### src/rtl/pll_seq_pkg.sv
package pll_seq_pkg;
  localparam int CODE_W = 3;
  localparam logic [CODE_W-1:0] CODE_MAX = '1;
  localparam logic [CODE_W-1:0] MUL_RST  = CODE_W'(0);
  localparam logic [CODE_W-1:0] DIV_RST  = CODE_W'(1);

  typedef enum logic [2:0] {
    ST_IDLE,
    ST_DIV_SAFE,
    ST_MUL,
    ST_SETTLE,
    ST_WAIT,
    ST_DIV_FINAL
  } seq_state_t;

  // divider code one step slower, clamped at the top code
  function automatic logic [CODE_W-1:0] safe_div(input logic [CODE_W-1:0] d);
    return (d == CODE_MAX) ? CODE_MAX : d + CODE_W'(1);
  endfunction
endpackage

### src/rtl/pll_seq_counter.sv
module pll_seq_counter #(
  parameter int W = 8
) (
  input  logic         clk,
  input  logic         rst_n,
  input  logic         en,
  input  logic [W-1:0] limit,
  output logic         hit
);
  logic [W-1:0] cnt;

  always_ff @(posedge clk or negedge rst_n) begin
    if (!rst_n)   cnt <= '0;
    else if (!en) cnt <= '0;
    else          cnt <= cnt + W'(1);
  end

  // hit in the cycle that completes 'limit' enabled cycles (0 acts as 1)
  assign hit = en && ((W+1)'(cnt) + (W+1)'(1) >= (W+1)'(limit));
endmodule

### src/rtl/pll_seq_ctrl.sv
module pll_seq_ctrl
  import pll_seq_pkg::*;
(
  input  logic clk,
  input  logic rst_n,
  input  logic start,
  input  logic lock,
  input  logic settle_hit,
  input  logic wait_hit,
  output logic settle_en,
  output logic wait_en,
  output logic ev_accept,
  output logic ev_wr_safe,
  output logic ev_wr_mul,
  output logic ev_wr_final,
  output logic ev_timeout,
  output logic busy,
  output logic done,
  output logic err
);
  seq_state_t st, st_nx;

  assign busy        = (st != ST_IDLE);
  assign ev_accept   = (st == ST_IDLE) && start;
  assign ev_wr_safe  = (st == ST_DIV_SAFE);
  assign ev_wr_mul   = (st == ST_MUL);
  assign ev_wr_final = (st == ST_DIV_FINAL);
  assign settle_en   = (st == ST_SETTLE);
  assign wait_en     = (st == ST_WAIT);
  assign ev_timeout  = wait_en && !lock && wait_hit;

  always_comb begin
    st_nx = st;
    unique case (st)
      ST_IDLE:      if (start) st_nx = ST_DIV_SAFE;
      ST_DIV_SAFE:  st_nx = ST_MUL;
      ST_MUL:       st_nx = ST_SETTLE;
      ST_SETTLE:    if (settle_hit) st_nx = ST_WAIT;
      ST_WAIT: begin
        if (lock)            st_nx = ST_DIV_FINAL;
        else if (ev_timeout) st_nx = ST_IDLE;
      end
      ST_DIV_FINAL: st_nx = ST_IDLE;
      default:      st_nx = ST_IDLE;
    endcase
  end

  always_ff @(posedge clk or negedge rst_n) begin
    if (!rst_n) begin
      st   <= ST_IDLE;
      done <= 1'b0;
      err  <= 1'b0;
    end else begin
      st   <= st_nx;
      done <= ev_wr_final;
      if (ev_accept)       err <= 1'b0;
      else if (ev_timeout) err <= 1'b1;
    end
  end
endmodule

### src/rtl/pll_seq_fields.sv
module pll_seq_fields
  import pll_seq_pkg::*;
(
  input  logic              clk,
  input  logic              rst_n,
  input  logic              ev_accept,
  input  logic              ev_wr_safe,
  input  logic              ev_wr_mul,
  input  logic              ev_wr_final,
  input  logic [CODE_W-1:0] req_mul,
  input  logic [CODE_W-1:0] req_div,
  output logic [CODE_W-1:0] tgt_mul,
  output logic [CODE_W-1:0] tgt_div,
  output logic [CODE_W-1:0] mul_code,
  output logic [CODE_W-1:0] div_code
);
  always_ff @(posedge clk or negedge rst_n) begin
    if (!rst_n) begin
      tgt_mul <= MUL_RST;
      tgt_div <= DIV_RST;
    end else if (ev_accept) begin
      tgt_mul <= req_mul;
      tgt_div <= req_div;
    end
  end

  always_ff @(posedge clk or negedge rst_n) begin
    if (!rst_n)         mul_code <= MUL_RST;
    else if (ev_wr_mul) mul_code <= tgt_mul;
  end

  always_ff @(posedge clk or negedge rst_n) begin
    if (!rst_n)           div_code <= DIV_RST;
    else if (ev_wr_safe)  div_code <= safe_div(tgt_div);
    else if (ev_wr_final) div_code <= tgt_div;
  end
endmodule

### src/rtl/pll_retune_seq.sv
module pll_retune_seq
  import pll_seq_pkg::*;
#(
  parameter int SETTLE_CYC = 16,
  parameter int TMO_W      = 16
) (
  input  logic              clk,
  input  logic              rst_n,
  input  logic              start,
  input  logic [CODE_W-1:0] req_mul,
  input  logic [CODE_W-1:0] req_div,
  input  logic [TMO_W-1:0]  tmo_limit,
  input  logic              lock,
  output logic [CODE_W-1:0] mul_code,
  output logic [CODE_W-1:0] div_code,
  output logic              busy,
  output logic              done,
  output logic              err
);
  localparam int SW = $clog2(SETTLE_CYC + 1);
  localparam logic [SW-1:0] SETTLE_LIM = SW'(SETTLE_CYC);

  logic settle_en, wait_en, settle_hit, wait_hit;
  logic ev_accept, ev_wr_safe, ev_wr_mul, ev_wr_final, ev_timeout;
  logic [CODE_W-1:0] tgt_mul, tgt_div;

  pll_seq_ctrl u_ctrl (
    .clk(clk), .rst_n(rst_n), .start(start), .lock(lock),
    .settle_hit(settle_hit), .wait_hit(wait_hit),
    .settle_en(settle_en), .wait_en(wait_en),
    .ev_accept(ev_accept), .ev_wr_safe(ev_wr_safe), .ev_wr_mul(ev_wr_mul),
    .ev_wr_final(ev_wr_final), .ev_timeout(ev_timeout),
    .busy(busy), .done(done), .err(err)
  );

  pll_seq_counter #(.W(SW)) u_settle (
    .clk(clk), .rst_n(rst_n), .en(settle_en), .limit(SETTLE_LIM), .hit(settle_hit)
  );

  pll_seq_counter #(.W(TMO_W)) u_wait (
    .clk(clk), .rst_n(rst_n), .en(wait_en), .limit(tmo_limit), .hit(wait_hit)
  );

  pll_seq_fields u_fields (
    .clk(clk), .rst_n(rst_n),
    .ev_accept(ev_accept), .ev_wr_safe(ev_wr_safe), .ev_wr_mul(ev_wr_mul),
    .ev_wr_final(ev_wr_final), .req_mul(req_mul), .req_div(req_div),
    .tgt_mul(tgt_mul), .tgt_div(tgt_div),
    .mul_code(mul_code), .div_code(div_code)
  );
endmodule

### config.mk
export PLATFORM = sky130hd
export DESIGN_NAME = pll_retune_seq
export DESIGN_NICKNAME = d
export VERILOG_FILES = /design/src/rtl/pll_seq_pkg.sv /design/src/rtl/pll_seq_counter.sv /design/src/rtl/pll_seq_ctrl.sv /design/src/rtl/pll_seq_fields.sv /design/src/rtl/pll_retune_seq.sv
export SDC_FILE = /design/constraint.sdc
export NUM_CORES = 1
export LEC_CHECK = 0
export BUFFER_PORTS_ARGS = -buffer_cell sky130_fd_sc_hd__buf_4
export CORE_ASPECT_RATIO = 2
export CORE_MARGIN = 2
export CORE_UTILIZATION = 24
export DETAILED_ROUTE_END_ITERATION = 8
export GPL_ROUTABILITY_DRIVEN = 0
export HOLD_SLACK_MARGIN = 0.05
export PLACE_DENSITY_LB_ADDON = 0.1
export SETUP_SLACK_MARGIN = 0.2
export SYNTH_ARGS = -nofsm -noshare
export SYNTH_HDL_FRONTEND = slang
export SYNTH_SLANG_ARGS = --single-unit
### constraint.sdc
create_clock -name clk -period 3.9 [get_ports clk]
set_clock_uncertainty 0.05 [all_clocks]
set_input_delay 0.78 -clock clk [delete_from_list [all_inputs] [get_ports clk]]
set_output_delay 0.78 -clock clk [all_outputs]
set_load 0.005 [all_outputs]
==> results of run 1 <==
## sequential cells by signal, summed over array words and instances, names as in the netlist
signal             flops
u_wait.cnt            16
u_ctrl.done            1
u_fields.mul_code      3
u_ctrl.err             1
u_fields.div_code      3
u_fields.tgt_div       3
u_fields.tgt_mul       3
u_settle.cnt           5
u_ctrl.st              3
## area by class of cell
cell class / count / area share [%]
clock buffer: 6 / 5.16
clock inverter: 2 / 2.23
inverter: 20 / 2.79
multi-input combinational: 148 / 40.0
sequential: 38 / 35.4
tap: 100 / 4.65
timing repair buffer: 35 / 9.77
## worst register-to-register path, delay by kind of cell (launching register included)
kind | cells | cell delay [ns]
simple gates | 6 | 1.31
fa+ha+maj | 2 | 0.52
compound gates | 2 | 0.51
flops | 1 | 0.41
xor+xnor | 1 | 0.10
## per-stage QoR
stage	worst slack (ns)	cells
after global placement	0.896	341
after floorplan	1.23	210
after global routing	0.650	349
after detailed placement	0.888	341
final	0.881	349
after CTS	0.870	349
## cells by family after synthesis
group | Yosys count | synth area share, %
and+or+nand+nor | 76 | 19.7
DFF | 38 | 45.0
AOI/OAI and AO/OA | 26 | 7.50
buffers and inverters | 24 | 4.31
adders and majority gates | 19 | 11.2
xor gates and xnor gates | 17 | 7.03
muxes | 10 | 5.25
## cell usage in the layout (no fill, tap or decap), types with 2 or more instances in the layout
| cell type | n |
|---|---|
| clkbuf_16 | 5 |
| dfstp_2 | 2 |
| a21oi_1 | 12 |
| mux2_2 | 9 |
| nor3_1 | 4 |
| inv_1 | 20 |
| dfrtp_1 | 36 |
| a21boi_0 | 2 |
| ha_1 | 19 |
| bufinv_16 | 2 |
| o21ai_0 | 5 |
| nand4_1 | 2 |
| nand2_1 | 17 |
| nand3_1 | 10 |
| xnor2_1 | 9 |
| and3_1 | 4 |
| nor2b_1 | 2 |
| and4_1 | 3 |
| xor2_1 | 8 |
| nor2_1 | 14 |
| buf_4 | 35 |
| and2_1 | 15 |
## path summary, 6_finish.rpt
kind	startpoint	to	slack, ns	cells after the start
setup / recovery	u_wait.cnt[0]	u_ctrl.st[2]	0.88	11
hold / removal	rst_n	u_wait.cnt[12]	0.41	1
setup reg to reg	u_wait.cnt[0]	u_ctrl.st[2]	0.88	11
hold reg to reg	u_fields.div_code[0]	u_fields.div_code[0]	0.43	2
max in group asynchronous	rst_n	u_fields.tgt_div[0]	3.03	1
min in group clk	u_fields.div_code[0]	u_fields.div_code[0]	0.43	2
## metal layers
layer / GRT usage, % / vias up / wire [um]
met4: 7.69 / 0 / 250
li1: - / 782 / -
met1: 10.3 / 735 / 1700
met5: 0 / - / 0
met2: 23.5 / 35 / 2950
met3: 2.58 / 12 / 190
## power breakdown
part           total, mW  leakage, nW  switching, mW  internal (mW)
clock              0.542       0.0971          0.158          0.384
combinational      0.273        0.800          0.121          0.152
sequential         0.560        0.496         0.0708          0.489
total               1.38         1.39          0.350           1.02
==> impl_results.md, run 1 <==
- # Max-Cap Violations: 0
- Post-route cell area: ~2700 sq um
- Clk Latency, worst-skew pair: 0.28 ns
- Relative slew slack: 66.4%
- Minimum clock period: 3.02 ns
- Worst path max stage delay: 0.41 ns
- Cell taking the most area after synthesis: dfrtp_1
- Top-count cell post-synth: dfrtp_1
- Post-DR wirelength/cell: 14.6 um
- DRC: 0
- Die Area: 9640 sq um
- Post-synthesis sequential area ratio: roughly 45%
- Flops & latches, synth: 38
- Row count: 48
- Layout cells sized above 1: 22.9%
- Routed vias: 1564
- Synth warn: 0
- Worst hold path type: in2async
- IO Port Bufs: 34
- RSZ-0062 raised after global routing: false
- Yosys top cell area share: ~43%
- Diode count: 0
- CTS clk-pin slew, worst paths: 0.06 ns
- Synth cell types: 34
- Net Count, Synth: 255
- Hold_ws: 0.411 ns
- PostCTS Resize Cnt: 0
- Req. time, crit path: 4.02 ns
- CTS Buf Count: 5
- Ys async rst share: 100%
- CP Capture Type: flop
- Status: finished clean
- Overflow after GRT: 0
- Delay-heaviest family, CP: simple AND/OR/NAND/NOR gates
- First-pass GRT wire length: 8.51 mm
- Hold-fix buffer count after cts: 0
- Syn avg cell area: 10.1 sq um
- WP data arrival: 3.13 ns
- Max-slew violation count: 0
- Critical path buffers and inverters: 0
- Synthesized area: 2120 sq um
- Vias in the first global route: roughly 1800
- Synth-to-layout area growth: 26.9%
- Final hold violations: 0
- Fmax: 0.331 GHz
- Power Total: 1.38 mW
- Clock Path Buffers: 2
- Leakage power: 1.39 nW
- Antenna violations before repair: 0
- CP Launch Type: flop
- Filler instances: 925
- Post-synth EDFFs: 0
- H-tree levels: 2
- Peak VDD IR: 0.353 mV
- Die Ht: 137 um
- Area of the multi-input gates: 1070 sq um
- Largest net degree at the start of global routing: 39
- Register area: 953 sq um
- Crit-path cells: ha_1, nand3_2, nor3_4, and4_1, xor2_1, ha_1, nand3_1, nor3_1, o311ai_0, and4_1, a221o_1
- Final core utilization: 31.3%
- Final-stage net count: 293
- Post-route clock period utilization: slightly below 80%
- Drt first pass iters: 4
- Initial core utilization: 24.7%
- Synthesized instance count: 210
- CTS tree: built
- Root Driver: clkbuf_16
- Synth top area cells: dfrtp_1 (43%), ha_1 (11%), mux2_2 (4.8%)
- Total negative setup slack: 0 ns
- Slowest cell on crit path: dfrtp_1
- Final setup fails: 0
- All-Layer GR Usage: 11.9%
- Antenna viol nets, final: 0
- Worst-Margin Slew: 0.504 ns
- CP Max Fanout: 5
- Ys flop type: dfrtp_1
- Core area: between 8000 and 9000 sq um
- Initial DRC count: 63
- Crit Path Class: reg2reg
- Ports: 35
- Synth top cells by count: dfrtp_1 (36), inv_1 (20), ha_1 (19)
- Detailed placer's ending HPWL: 4.02 mm
- Vias per cell: 4.48
- Post-DP Area: 2490 sq um
- # clock sinks: 38
- # Post-CTS Setup Buffers: 0
- Post-Route WL: 5.09 mm
- PwrDens: 511 nW/um^2
- Die X: between 70 and 80 um
Power figures use the tool's default switching activity.
==> run 2, diff against run 1 <==
==> constraint.sdc (replaced) <==
create_clock -name clk -period 3 [get_ports clk]
set_clock_uncertainty 0.05 [all_clocks]
set_input_delay 0.6 -clock clk [delete_from_list [all_inputs] [get_ports clk]]
set_output_delay 0.6 -clock clk [all_outputs]
set_load 0.005 [all_outputs]
==> run 2 against run 1 <==
Total power grew 15%. Largest power group unchanged. Utilization grew 0.57 points. Critical path type unchanged. Sequential cell count unchanged. Critical endpoint unchanged. Global-route usage down 0.20 points. Clock-buffer cell count increased by 1.
==> impl_results.md, run 2 (synthesis gave the netlist of run 1 again) <==
- Clk Latency, worst-skew pair: 0.28 ns (about the same)
- Post-route clock period utilization: 87.9% (+10 points)
- Root Driver: clkbuf_16
- Worst hold path type: in2async
- Final hold violations: 0 (unchanged)
- # Max-Cap Violations: 0 (unchanged)
- Area of the multi-input gates: 1140 sq um (+6.5%)
- Fmax: 0.379 GHz (+14%)
- Filler instances: 915 (-1.1%)
- Minimum clock period: 2.64 ns (-0.382 ns)
- Most frequent cells in the layout: buf_4 (41), dfrtp_1 (36), inv_1 (20), ha_1 (18), nand2_1 (17)
- Hold_ws: 0.248 ns (-0.163 ns)
- Initial core utilization: 24.7% (unchanged)
- Max-slew violation count: 0 (unchanged)
- Synth-to-layout area growth: 29.2%
- Vias per cell: 4.49 (+0.16%)
- Antenna viol nets, final: 0 (unchanged)
- All-Layer GR Usage: 11.7% (-0.20 points)
- RSZ-0062 raised after global routing: false
- # clock sinks: 38 (unchanged)
- Detailed placer's ending HPWL: 3.92 mm (-2.7%)
- Biggest registers after layout: u_wait.cnt x16, u_settle.cnt x5
- CP Max Fanout: 4 (-1)
- Ports: 35 (unchanged)
- DRC: 0 (unchanged)
- Drt first pass iters: 4 (unchanged)
- Final-stage net count: 299 (+2.0%)
- Reg2reg end: u_ctrl.st[2]
- Crit Path Class: reg2reg
- Diode count: 0 (unchanged)
- CTS Buf Count: 5 (unchanged)
- Largest register FFs: 16 (unchanged)
- Core area: 8590 sq um (unchanged)
- Clock Path Buffers: 2 (unchanged)
- Row count: 48 (unchanged)
- Antenna violations before repair: 0 (unchanged)
- Worst r2r path cells: 12 (+1)
- Worst-Margin Slew: 0.534 ns (+0.0302 ns)
- Overflow after GRT: 0 (unchanged)
- Die X: 70.5 um (unchanged)
- CTS tree: built
- Vias in the first global route: 1675 (-4.4%)
- Post-Route WL: 5.11 mm (+0.31%)
- Status: finished clean
- Routed vias: 1589 (+1.6%)
- Final setup fails: 0 (unchanged)
- First-pass GRT wire length: 8.33 mm (-2.1%)
- Die Ht: 137 um (unchanged)
- Relative slew slack: 64.4% (-1.9 points)
- Leakage power: 1.41 nW (+1.5%)
- Req. time, crit path: 3.11 ns (-0.91 ns)
- Most common cell after layout, fill and taps aside: buf_4
- Hold-fix buffer count after cts: 0 (unchanged)
- FF-to-FF setup slack: 0.36 ns (-0.52 ns)
- RR Startpoint: u_wait.cnt[0]
- Register area: 953 sq um (unchanged)
- Die Area: 9640 sq um (unchanged)
- Critical Path End: u_ctrl.st[2]
- CP Launch Type: flop
- Layout cells sized above 1: 27.2% (+4.3 points)
- CP Capture Type: flop
- Largest net degree at the start of global routing: 39 (unchanged)
- Power Total: 1.59 mW (+15%)
- Peak VDD IR: 0.380 mV (+7.7%)
- H-tree levels: 2 (unchanged)
- Post-DR wirelength/cell: 14.4 um (-1.1%)
- PwrDens: 580 nW/um^2 (+13%)
- WP data arrival: 2.75 ns (-0.38 ns)
- Dpl cells: 344 (+0.88%)
- Initial DRC count: 32 (-49%)
- IO Port Bufs: 34 (unchanged)
- Origin of the worst setup path: u_wait.cnt[0]
- CTS clk-pin slew, worst paths: 0.06 ns (about the same)
- Final core utilization: 31.9% (+0.57 points)
- Post-Layout Cell Count: 354 (+1.4%)
- Biggest register: u_wait.cnt
- Total negative setup slack: 0 ns (unchanged)
[run 2: cell count changes in the layout (fill, tap and decap cells not counted), sizes merged]
cell    previous run  this run
clkbuf             6         7
bufinv             2         0
buf               35        41
[run 2: how the worst min path moves through the flow]
| stage | endpoint | depth (start not counted) | start | slack [ns] |
|---|---|---|---|---|
| 2_1_floorplan | u_ctrl.done | 0 | rst_n | 0.25 |
| 3_3_place_gp | u_fields.div_code[1] | 2 | u_fields.div_code[1] | 0.42 |
| 3_5_place_dp | u_fields.div_code[0] | 2 | u_fields.div_code[0] | 0.43 |
| 4_1_cts | u_wait.cnt[12] | 1 | rst_n | 0.28 |
| 5_1_grt | u_wait.cnt[12] | 1 | rst_n | 0.30 |
| 6_report | u_wait.cnt[12] | 1 | rst_n | 0.25 |
[run 2: per-stage QoR]
stage	cell area [sq um]	setup WS, ns
after floorplan	2120	0.327
after global placement	2510	0.156
after detailed placement	2510	0.112
after CTS	2670	0.201
after global routing	2740	0.185
final	2740	0.363
[run 2: repair_timing]
item / CTS / global route
endpoints found under the setup margin: 1 / 2
pin swaps: 1 / 6
gates resized for setup: 1 / 12
buffers inserted: 2 / 1
[run 2: report_power, final]
| group | leakage (nW) | switching, mW | internal, mW |
|---|---|---|---|
| combinational | 0.853 | 0.158 | 0.199 |
| clock | 0.0640 | 0.200 | 0.304 |
| sequential | 0.496 | 0.0903 | 0.636 |
| total | 1.41 | 0.449 | 1.14 |
[run 2: layout make-up]
cell class	instances	area share [%]
clock buffer	7	4.84
inverter	20	2.74
multi-input combinational	148	41.8
sequential	38	34.8
tap	100	4.57
timing repair buffer	41	11.2
[run 2: routing by layer]
| layer | GRT usage [%] | vias up | routed length [um] |
|---|---|---|---|
| met2 | 23.2 | 25 | 3060 |
| met3 | 2.36 | 7 | 150 |
| met5 | 0 | - | 0 |
| met1 | 11.1 | 765 | 1780 |
| li1 | - | 792 | - |
| met4 | 5.45 | 0 | 109 |
[run 2: worst max-delay path: stages (launching register included)]
cell and delay [ns]:
dfrtp_1 0.38, buf_4 0.14, nand4_1 0.12, nor3_1 0.19, buf_4 0.15, nand2_1 0.07, xnor2_1 0.14, ha_1 0.28
nand2_1 0.09, o21a_1 0.21, a2bb2oi_1 0.13, and4_1 0.22, a221o_1 0.35
==> run 3, diff against run 2 <==
--- a/config.mk
+++ b/config.mk
@@ -9,6 +9,7 @@
 export CORE_ASPECT_RATIO = 2
 export CORE_MARGIN = 2
 export CORE_UTILIZATION = 24
+export CTS_CLUSTER_SIZE = 28
 export DETAILED_ROUTE_END_ITERATION = 8
 export GPL_ROUTABILITY_DRIVEN = 0
 export HOLD_SLACK_MARGIN = 0.05
@@ -16,4 +17,5 @@
 export SETUP_SLACK_MARGIN = 0.2
 export SYNTH_ARGS = -nofsm -noshare
 export SYNTH_HDL_FRONTEND = slang
+export SYNTH_HIERARCHICAL = 1
 export SYNTH_SLANG_ARGS = --single-unit
==> run 3 against run 2 <==
Worst hold slack worse by 0.013 ns. Global-route usage down 0.10 points. Synthesized area up 12%. Utilization down 0.56 points. Via count up 10%. Routed wire length up 10%. Sequential power up 5.2%. Cell count up 15%. Die area up 12%. Synthesized cell count up 8.6%. Sequential cell count unchanged.
==> impl_results.md, run 3 <==
- CTS tree: built
- Die Area: 10800 sq um (+12%)
- Post-Route WL: 5.63 mm (+10%)
- Detailed placer's ending HPWL: 4.47 mm (+14%)
- Crit-path cells: ha_2, nand4_1, or2_4, nor2_4, xor2_2, ha_1, nand4_1, nor4_2, nor3_1, o21a_1, o21ai_2, nor2b_1, o22ai_1
- Post-Layout Cell Count: 408 (+15%)
- CP Max Fanout: 2 (-2)
- Diode count: 0 (unchanged)
- First-pass GRT wire length: 9.16 mm (+10%)
- Die X: 74.4 um (+5.6%)
- Dpl cells: 397 (+15%)
- Power Total: 1.82 mW (+15%)
- Minimum clock period: 2.59 ns (-0.0449 ns)
- # Max-Cap Violations: 0 (unchanged)
- Core area: 9700 sq um (+13%)
- Clock Path Buffers: 2 (unchanged)
- Most common cell after layout, fill and taps aside: buf_4
- Peak VDD IR: 0.442 mV (+16%)
- CTS Buf Count: 5 (unchanged)
- Largest register FFs: 16 (unchanged)
- Synthesized instance count: 228 (+8.6%)
- Post-route clock period utilization: 86.4% (-1.5 points)
- Biggest register: u_wait/cnt
- Hold-fix buffer count after cts: 0 (unchanged)
- Antenna violations before repair: 0 (unchanged)
- Max-slew violation count: 0 (unchanged)
- Final-stage net count: 325 (+8.7%)
- Antenna viol nets, final: 0 (unchanged)
- Worst hold path type: in2async
- CP Launch Type: flop
- Crit Path Class: reg2reg
- H-tree levels: 2 (unchanged)
- Synthesized area: 2380 sq um (+12%)
- Die Ht: 145 um (+5.8%)
- RR Startpoint: u_wait/cnt[0]
- Final setup fails: 0 (unchanged)
- Drt first pass iters: 3 (-1)
- Syn avg cell area: 10.4 sq um (+3.4%)
- Relative slew slack: 60.3% (-4.1 points)
- Worst-Margin Slew: 0.594 ns (+0.0606 ns)
- Hold_ws: 0.235 ns (-0.0133 ns)
- Most frequent cells in the layout: buf_4 (42), dfrtp_1 (34), inv_1 (25), ha_1 (23), and2_1 (20)
- # clock sinks: 38 (unchanged)
- Crit path top cell by count: nand4_1
- Largest net degree at the start of global routing: 39 (unchanged)
- Leakage power: 1.46 nW (+3.6%)
- Biggest registers after layout: u_wait/cnt x16, u_settle/cnt x5
- Layout cells sized above 1: 29.0% (+1.8 points)
- Final core utilization: 31.3% (-0.56 points)
- Status: finished clean
- Total negative setup slack: 0 ns (unchanged)
- PwrDens: 599 nW/um^2 (+3.3%)
- Ports: 35 (unchanged)
- Row count: 51 (+6.3%)
- Slowest cell on crit path: dfrtp_1
- IO Port Bufs: 34 (unchanged)
- Vias per cell: 4.30 (-4.2%)
- Root Driver: clkbuf_16
- Final hold violations: 0 (unchanged)
- Overflow after GRT: 0 (unchanged)
- Post-DR wirelength/cell: 13.8 um (-4.3%)
- WP data arrival: 2.70 ns (-0.05 ns)
- Clk Latency, worst-skew pair: 0.28 ns (about the same)
- RSZ-0062 raised after global routing: true
- Vias in the first global route: 1863 (+11%)
- Synth-to-layout area growth: 27.7%
- Routed vias: 1754 (+10%)
- All-Layer GR Usage: 11.6% (-0.10 points)
- DRC: 0 (unchanged)
- Fmax: 0.386 GHz (+1.7%)
- CTS clk-pin slew, worst paths: 0.06 ns (about the same)
- Req. time, crit path: 3.11 ns (about the same)
- Worst path max stage delay: 0.35 ns (-0.03 ns)
- Synth warn: 6 (+6)
- Initial DRC count: 32 (unchanged)
- Origin of the worst setup path: u_wait/cnt[0]
- CP Capture Type: flop
- Initial core utilization: 24.5% (-0.14 points)
==> run 3: worst paths after layout <==
check                                  endpoint  slack, ns  cells past startpoint
worst max-delay path               u_ctrl/st[2]       0.41                     13
worst min-delay path             u_wait/cnt[12]       0.23                      1
worst max register to register     u_ctrl/st[2]       0.41                     13
worst min register to register  u_settle/cnt[0]       0.46                      1
max in group asynchronous         u_wait/cnt[3]       2.27                      1
min in group clk                u_settle/cnt[0]       0.46                      1
==> run 3: per-stage QoR <==
step | instance area [sq um] | setup slack (ns)
global placement | 2810 | 0.253
detailed placement | 2810 | 0.164
floorplan | 2390 | 0.340
global route | 3040 | 0.194
finish | 3040 | 0.408
CTS | 2970 | 0.256
==> run 3: critical path: cells and delay by family (launching register included) <==
kind	cells	cell delay [ns]
AO/OA/AOI/OAI	3	0.34
flip-flops	1	0.35
XOR/XNOR	1	0.09
AND/OR/NAND/NOR	7	1.15
adder cells (fa/ha/maj)	2	0.51
==> run 3: cell type report <==
class | count | area, sq um
clock inverters | 1 | 5.00
well taps | 132 | 165
fillers | 1063 | 6660
repair buffers | 42 | 315
flip-flops and latches | 38 | 956
clock buffers | 7 | 143
inverters | 25 | 93.8
multi-input cells | 163 | 1360
==> run 3: routing by layer <==
metal	global-route usage, %	vias up	share of wire, %
met4	5.73	0	2.1
met3	1.66	8	3.2
met1	11.8	842	37
li1	-	871	-
met5	0	-	0
met2	21.9	33	57
==> run 3: what timing repair did <==
action                                 4_1_cts  5_1_grt
gates resized for setup                      2       13
pin swaps                                    0        6
setup endpoints to repair                    1        2
buffers inserted                             0        3
gates cloned                                 0        0
endpoints found under the hold margin        0        0
==> run 3: where the power goes <==
group	internal [mW]	switching, mW	total [mW]
Combinational	0.316	0.206	0.522
Clock	0.330	0.204	0.534
Sequential	0.646	0.118	0.764
Total	1.29	0.529	1.82
